<file path="src/rtl/spiSeqPkg.sv">
package spiSeqPkg;

  typedef enum logic [2:0] {
    SRC_OPC, SRC_AHI, SRC_AMID, SRC_ALO, SRC_ZERO, SRC_DATA
  } byteSrcT;

  typedef enum logic [1:0] {ST_IDLE, ST_SHIFT, ST_TAIL} seqStateT;

  // one decoded frame layout
  typedef struct packed {
    logic       valid;
    logic       hasAddr;
    logic       dummy;
    logic [2:0] nWr;
    logic [2:0] nRd;
  } frameT;

  // what goes on the wire in one byte slot
  typedef struct packed {
    byteSrcT    src;
    logic [1:0] idx;
    logic       isRead;
  } byteSelT;

  // strobes from control to datapath
  typedef struct packed {
    logic       launch;
    logic       load;
    byteSrcT    src;
    logic [1:0] dataIdx;
    logic       sample;
    logic       shift;
    logic       store;
    logic [1:0] storeIdx;
  } dpCtrlT;

  function automatic frameT decodeMode(input logic [3:0] code);
    frameT f;
    f = '0;
    f.valid = 1'b1;
    case (code)
      4'h1: ;
      4'h2: f.nWr = 3'd1;
      4'h3: f.nRd = 3'd2;
      4'h4: f.hasAddr = 1'b1;
      4'h5: begin f.hasAddr = 1'b1; f.nWr = 3'd1; end
      4'h6: begin f.hasAddr = 1'b1; f.nWr = 3'd4; end
      4'h7: begin f.hasAddr = 1'b1; f.dummy = 1'b1; f.nRd = 3'd4; end
      4'h8: begin f.hasAddr = 1'b1; f.nRd = 3'd1; end
      4'h9: begin f.hasAddr = 1'b1; f.nRd = 3'd2; end
      4'hA: begin f.hasAddr = 1'b1; f.nRd = 3'd3; end
      4'hB: begin f.hasAddr = 1'b1; f.nRd = 3'd4; end
      default: f.valid = 1'b0;
    endcase
    return f;
  endfunction

  function automatic logic [3:0] headLen(input frameT f);
    return 4'd1 + (f.hasAddr ? 4'd3 : 4'd0) + {3'b000, f.dummy};
  endfunction

  function automatic logic [3:0] frameLen(input frameT f);
    return headLen(f) + {1'b0, f.nWr} + {1'b0, f.nRd};
  endfunction

  function automatic byteSelT selectByte(input frameT f, input logic [3:0] n);
    byteSelT s;
    logic [3:0] d;
    s = '{src: SRC_ZERO, idx: 2'd0, isRead: 1'b0};
    d = n - headLen(f);
    if (n == 4'd0) begin
      s.src = SRC_OPC;
    end else if (f.hasAddr && n <= 4'd3) begin
      case (n)
        4'd1:    s.src = SRC_AHI;
        4'd2:    s.src = SRC_AMID;
        default: s.src = SRC_ALO;
      endcase
    end else if (f.dummy && n == 4'd4) begin
      s.src = SRC_ZERO;
    end else begin
      s.idx = d[1:0];
      if (f.nRd != 3'd0) s.isRead = 1'b1;
      else               s.src = SRC_DATA;
    end
    return s;
  endfunction

endpackage

</file>
<file path="src/rtl/spiSeqControl.sv">
module spiSeqControl
  import spiSeqPkg::*;
#(
  parameter int DIV_W = 4
) (
  input  logic             clk,
  input  logic             rstN,
  input  logic             modeWrite,
  input  logic [3:0]       modeCode,
  input  logic [DIV_W-1:0] sckDiv,
  output dpCtrlT           ctl,
  output logic             busy,
  output logic             spiCsN,
  output logic             spiSck
);

  seqStateT         state;
  frameT            frame;
  logic [DIV_W-1:0] divCnt;
  logic [DIV_W-1:0] divLat;
  logic [2:0]       bitCnt;
  logic [3:0]       byteCnt;
  logic             sckR;
  logic             csNR;

  frameT   newFrame;
  byteSelT curSel, nxtSel, firstSel;
  logic    tick, lastByte, launchOk;

  always_comb begin
    newFrame = decodeMode(modeCode);
    firstSel = selectByte(newFrame, 4'd0);
    curSel   = selectByte(frame, byteCnt);
    nxtSel   = selectByte(frame, byteCnt + 4'd1);
    tick     = (divCnt == divLat);
    lastByte = ((byteCnt + 4'd1) == frameLen(frame));
    launchOk = modeWrite && (state == ST_IDLE) && newFrame.valid;

    ctl = '0;
    if (launchOk) begin
      ctl.launch  = 1'b1;
      ctl.load    = 1'b1;
      ctl.src     = firstSel.src;
      ctl.dataIdx = firstSel.idx;
    end
    if (state == ST_SHIFT && tick) begin
      if (!sckR) begin
        ctl.sample = 1'b1;
      end else begin
        ctl.shift = 1'b1;
        if (bitCnt == 3'd7) begin
          if (curSel.isRead) begin
            ctl.store    = 1'b1;
            ctl.storeIdx = curSel.idx;
          end
          if (!lastByte) begin
            ctl.load    = 1'b1;
            ctl.src     = nxtSel.src;
            ctl.dataIdx = nxtSel.idx;
          end
        end
      end
    end
  end

  always_ff @(posedge clk or negedge rstN) begin
    if (!rstN) begin
      state   <= ST_IDLE;
      frame   <= '0;
      divCnt  <= '0;
      divLat  <= '0;
      bitCnt  <= '0;
      byteCnt <= '0;
      sckR    <= 1'b0;
      csNR    <= 1'b1;
    end else begin
      case (state)
        ST_IDLE: begin
          if (launchOk) begin
            state   <= ST_SHIFT;
            frame   <= newFrame;
            divLat  <= sckDiv;
            divCnt  <= '0;
            bitCnt  <= '0;
            byteCnt <= '0;
            sckR    <= 1'b0;
            csNR    <= 1'b0;
          end
        end
        ST_SHIFT: begin
          if (tick) begin
            divCnt <= '0;
            sckR   <= !sckR;
            if (sckR) begin
              bitCnt <= bitCnt + 3'd1;
              if (bitCnt == 3'd7) begin
                if (lastByte) state <= ST_TAIL;
                else          byteCnt <= byteCnt + 4'd1;
              end
            end
          end else begin
            divCnt <= divCnt + 1'b1;
          end
        end
        default: begin
          if (tick) begin
            state  <= ST_IDLE;
            csNR   <= 1'b1;
            divCnt <= '0;
          end else begin
            divCnt <= divCnt + 1'b1;
          end
        end
      endcase
    end
  end

  assign busy   = (state != ST_IDLE);
  assign spiCsN = csNR;
  assign spiSck = sckR;

endmodule

</file>
<file path="src/rtl/spiSeqDatapath.sv">
module spiSeqDatapath
  import spiSeqPkg::*;
#(
  parameter int HOST_AW    = 3,
  parameter int DATA_BYTES = 4
) (
  input  logic               clk,
  input  logic               rstN,
  input  logic               hostWe,
  input  logic [HOST_AW-1:0] hostAddr,
  input  logic [7:0]         hostWdata,
  input  logic               busy,
  input  dpCtrlT             ctl,
  input  logic               spiMiso,
  output logic [7:0]         hostRdata,
  output logic               spiMosi
);

  localparam int DATA_IW  = $clog2(DATA_BYTES);
  localparam int OFF_OPC  = 0;
  localparam int OFF_MODE = 1;
  localparam int OFF_AMID = 2;
  localparam int OFF_ALO  = 3;
  localparam int OFF_DATA = 4;

  logic [7:0] opcodeR, addrMidR, addrLoR, shReg, nextByte;
  logic [3:0] addrHiR;
  logic       rxBit;
  logic [7:0] dataR [DATA_BYTES];

  logic               cfgWe;
  logic [DATA_IW-1:0] regIdx;

  assign cfgWe  = hostWe && !busy;
  assign regIdx = DATA_IW'(hostAddr - HOST_AW'(OFF_DATA));

  always_comb begin
    case (ctl.src)
      SRC_OPC:  nextByte = opcodeR;
      SRC_AHI:  nextByte = {4'h0, addrHiR};
      SRC_AMID: nextByte = addrMidR;
      SRC_ALO:  nextByte = addrLoR;
      SRC_DATA: nextByte = dataR[DATA_IW'(ctl.dataIdx)];
      default:  nextByte = 8'h00;
    endcase
  end

  always_ff @(posedge clk or negedge rstN) begin
    if (!rstN) begin
      opcodeR  <= '0;
      addrHiR  <= '0;
      addrMidR <= '0;
      addrLoR  <= '0;
      shReg    <= '0;
      rxBit    <= 1'b0;
      for (int i = 0; i < DATA_BYTES; i++) dataR[i] <= '0;
    end else begin
      if (cfgWe) begin
        case (int'(hostAddr))
          OFF_OPC:  opcodeR  <= hostWdata;
          OFF_MODE: ;
          OFF_AMID: addrMidR <= hostWdata;
          OFF_ALO:  addrLoR  <= hostWdata;
          default:  dataR[regIdx] <= hostWdata;
        endcase
      end
      if (ctl.launch) addrHiR <= hostWdata[3:0];
      if (ctl.store)  dataR[DATA_IW'(ctl.storeIdx)] <= {shReg[6:0], rxBit};
      if (ctl.sample) rxBit <= spiMiso;
      if (ctl.load)        shReg <= nextByte;
      else if (ctl.shift)  shReg <= {shReg[6:0], rxBit};
    end
  end

  always_comb begin
    case (int'(hostAddr))
      OFF_OPC:  hostRdata = opcodeR;
      OFF_MODE: hostRdata = {busy, 3'b000, addrHiR};
      OFF_AMID: hostRdata = addrMidR;
      OFF_ALO:  hostRdata = addrLoR;
      default:  hostRdata = dataR[regIdx];
    endcase
  end

  assign spiMosi = shReg[7];

endmodule

</file>
<file path="src/rtl/spiFlashSeq.sv">
module spiFlashSeq
  import spiSeqPkg::*;
#(
  parameter int DIV_W      = 4,
  parameter int HOST_AW    = 3,
  parameter int DATA_BYTES = 4
) (
  input  logic               clk,
  input  logic               rstN,
  input  logic [DIV_W-1:0]   sckDiv,
  input  logic               hostWe,
  input  logic [HOST_AW-1:0] hostAddr,
  input  logic [7:0]         hostWdata,
  output logic [7:0]         hostRdata,
  output logic               spiCsN,
  output logic               spiSck,
  output logic               spiMosi,
  input  logic               spiMiso
);

  localparam logic [HOST_AW-1:0] MODE_OFF = HOST_AW'(1);

  dpCtrlT ctl;
  logic   busy;
  logic   modeWrite;

  assign modeWrite = hostWe && (hostAddr == MODE_OFF);

  spiSeqControl #(.DIV_W(DIV_W)) control (
    .clk      (clk),
    .rstN     (rstN),
    .modeWrite(modeWrite),
    .modeCode (hostWdata[7:4]),
    .sckDiv   (sckDiv),
    .ctl      (ctl),
    .busy     (busy),
    .spiCsN   (spiCsN),
    .spiSck   (spiSck)
  );

  spiSeqDatapath #(.HOST_AW(HOST_AW), .DATA_BYTES(DATA_BYTES)) datapath (
    .clk      (clk),
    .rstN     (rstN),
    .hostWe   (hostWe),
    .hostAddr (hostAddr),
    .hostWdata(hostWdata),
    .busy     (busy),
    .ctl      (ctl),
    .spiMiso  (spiMiso),
    .hostRdata(hostRdata),
    .spiMosi  (spiMosi)
  );

endmodule

</file>
<file path="config.mk">
export PLATFORM = sky130hd
export DESIGN_NAME = spiFlashSeq
export DESIGN_NICKNAME = d
export VERILOG_FILES = /design/src/rtl/spiSeqPkg.sv /design/src/rtl/spiSeqControl.sv /design/src/rtl/spiSeqDatapath.sv /design/src/rtl/spiFlashSeq.sv
export SDC_FILE = /design/constraint.sdc
export NUM_CORES = 1
export LEC_CHECK = 0
export BUFFER_PORTS_ARGS = -buffer_cell sky130_fd_sc_hd__buf_2
export CORE_MARGIN = 2
export CORE_UTILIZATION = 67
export CTS_CLUSTER_SIZE = 16
export DETAILED_ROUTE_END_ITERATION = 6
export GPL_TIMING_DRIVEN = 0
export PLACE_DENSITY = 0.89
export SKIP_CTS_REPAIR_TIMING = 1
export SLEW_MARGIN = 30
export SYNTH_ARGS = -nofsm -noshare
export SYNTH_HDL_FRONTEND = slang
export SYNTH_HIERARCHICAL = 1
export SYNTH_SLANG_ARGS = --single-unit
</file>
<file path="constraint.sdc">
create_clock -name clk -period 8.18 [get_ports clk]
set_input_delay 0.409 -clock clk [delete_from_list [all_inputs] [get_ports clk]]
set_output_delay 0.409 -clock clk [all_outputs]
set_load 0.02 [all_outputs]
</file>
==> qor.yml <==
wirelength_microns: 14600
power_uw: 1880
hpwl_microns: 10100
worst_path_max_delay_cell: "a2111oi_0"
synth_area_per_cell_sq_um: 10.7
netlist-cell-type-count: 66
cts_buffers: 9
fin_crit_ps: 4980
min_path_cells: 3
cts.clk_slew.worst_paths_ps: 100
overflow: 0
clkSinkCount: 95
crit_required_ps: 8400
synth_top_area_share_pct: 40.2
p_clk_share_pct: 17.5
area_growth_pct: 9.13
ant_nets: 0
grt_max_degree: 74
dp.cells: 686
power.density_mw_per_mm2: 295
p_comb_share_pct: 42.7
h-tree-depth: 3
cap_violations: 0
die_x_microns: 97.5
ctsRootBufferMaster: "clkbuf_8"
post-route-drc-count: 0
busiest_layer: "met2"
grt_pass1_vias: 4725
hold_class: "input port to flip-flop"
cp_top_family: "adder cells"
fin_crit_sh_pct: 60.9
yosysMostFrequentCell: "dfrtp_1"
cp_max_fo: 10
post_drt_wl_per_cell_microns: 20.7
synth_top_area_cell: "dfrtp_1"
cp-start-kind: "flip-flop"
fmax_mhz: 201
ir_drop_v: 0.000163
worstSetupPathType: "flip-flop to flip-flop"
die_y_microns: 97.5
cts_tree: "yes"
synth_common_cells: "dfrtp_1, nand2_1, mux2i_1"
hold_viol_final: 0
crit_path_frequent_cell: "inv_1"
grtUsageMet2_pct: 50.0
grt_use_met3_pct: 8.56
clk_latency_ps: 360
end_kind: "flip-flop"
power_switching_uw: 750
fin_worst_skew_ps: 16.1
drtPass1Iterations: 5
numPortBuffers: 29
gp_congestion: 0.936
worst-path-buf-inv: 5
drt_iter0_markers: 440
setup_viol: 0
status: "finished, final reports clean"
tns_ps: 0
synthCells: 548
die_area_sq_mm: 0.00950
fp-row-count: 34
post_route_cells_drive_above_1_share_pct: 24.2
crit_path_max_incr_delay_ps: 570
cp.arrival_ps: 5210
start_util_pct: 68.1
p_leak_uw: 0.00268
synthesis.nets: 584
synthArstFlopShare_pct: 100
synth_edf_count: 0
antenna_found_initial: 0
tightest_slew_ps: 907
swShare_pct: 39.8
seq_area_frac_synth_pct: 40.6
slew_headroom_pct: 39.3
final_cells: 703
grtUsageMet1_pct: 44.0
synth_area_leaders: "dfrtp_1, mux2_2, mux4_2"
power_frac_seq_pct: 39.8
coreArea_sq_mm: 0.00859
cp.depth: 17
ys_ff_latch: 95
synthFlopType: "dfrtp_1"
vias_per_cell: 6.59
grt_use_total_pct: 31.9
r2r_slack_ps: 3200
grt_pass1_wl_microns: 24100
fin_util_pct: 74.3
path_cells: "inv_1, ha_1, fa_1, inv_1, ha_1, inv_1, fa_1, xnor3_1, xnor2_1, a211oi_2, buf_6, nor4b_2, buf_2, mux2i_1, nor2_1, a2111oi_0, nor2_1"
grt_setup_unrepaired: "false"
fin_nets: 626
vias: 4633
r2r_cells: 17
synth-warning-count: 6
intPower_uw: 1130
drv_slew: 0
syn_area_sq_mm: 0.00585
diodes: 0
io_pins: 30
cts_buffer_depth: 2
==> worst register-to-register path, cell delays in order, from the launching register on <==
cell       delay [ps]
dfrtp_1           480
inv_1             130
ha_1              330
fa_1              370
inv_1              60
ha_1              130
inv_1              50
fa_1              360
xnor3_1           390
xnor2_1           190
a211oi_2          290
buf_6             180
nor4b_2           480
buf_2             420
mux2i_1           230
nor2_1             60
a2111oi_0         570
nor2_1            140
==> cells by family (layout without fill, tap and decap cells) <==
group           Yosys count  count (layout)  share of synthesized area (%)
xor+xnor                 16              16                           2.87
flops                    95              95                           40.6
mux                     102             102                           22.9
simple gates            149             149                           13.2
compound gates          112             112                           12.0
fa+ha+maj                17              17                           4.02
buf+inv                  57             104                           4.40
==> through the flow <==
stage / setup slack, ps / hold WS [ps] / cell area, sq um
2_1_floorplan: 4060 / 113 / 5850
3_3_place_gp: 3640 / 468 / 6130
3_5_place_dp: 3480 / 280 / 6170
4_1_cts: 3290 / -109 / 6380
5_1_grt: 2900 / 264 / 6390
6_report: 3200 / 252 / 6390
==> power groups by stage <==
stage / registers, uW / clock network, uW / logic (uW)
2_1_floorplan: 714 / 0 / 607
3_3_place_gp: 734 / 0 / 736
3_5_place_dp: 751 / 0 / 780
4_1_cts: 743 / 334 / 792
5_1_grt: 766 / 353 / 878
6_report: 749 / 329 / 803
==> state kept, by name (all words and copies together), names as in the netlist <==
register	cells
control/divLat	4
datapath/addrHiR	4
control/bitCnt	3
control/divCnt	4
datapath/addrLoR	8
datapath/opcodeR	8
control/state	2
control/spiCsN	1
control/frame	7
datapath/dataR	32
datapath/addrMidR	8
control/byteCnt	4
datapath/shReg	8
control/spiSck	1
datapath/rxBit	1
==> path summary, 6_finish.rpt <==
check | start | to
max in group asynchronous | rstN | datapath/addrMidR[7]
setup reg to reg | control/frame[7] | datapath/shReg[2]
setup / recovery | control/frame[7] | datapath/shReg[2]
hold reg to reg | control/frame[3] | control/frame[3]
min in group asynchronous | rstN | control/bitCnt[1]
hold / removal | sckDiv[1] | control/divLat[1]
==> metal layers <==
metal / up-vias / part of all wire, %
met5: - / 0
met1: 2296 / 41
met3: 42 / 8.7
li1: 2063 / -
met2: 232 / 48
met4: 0 / 2.3
==> cell usage in the layout (no fill, tap or decap), types with 14 or more instances in the layout <==
cell type and count:
a21oi_1 36, buf_2 39, dfrtp_1 94, ha_1 14
inv_1 25, mux2_2 40, mux2i_1 41, mux4_2 20
nand2_1 55, nor2_1 32, o21ai_0 29
==> area by class of cell <==
cell class                      count  area [sq um]
Multi-Input combinational cell    396          3220
Sequential cell                    95          2380
Fill cell                         592          2210
Timing Repair Buffer               31           189
Buffer                             31           160
Clock buffer                       10           138
Tap cell                          108           135
Inverter                           26          97.6
Clock inverter                      6          72.6
No activity file was read; power rests on OpenSTA's default activity.
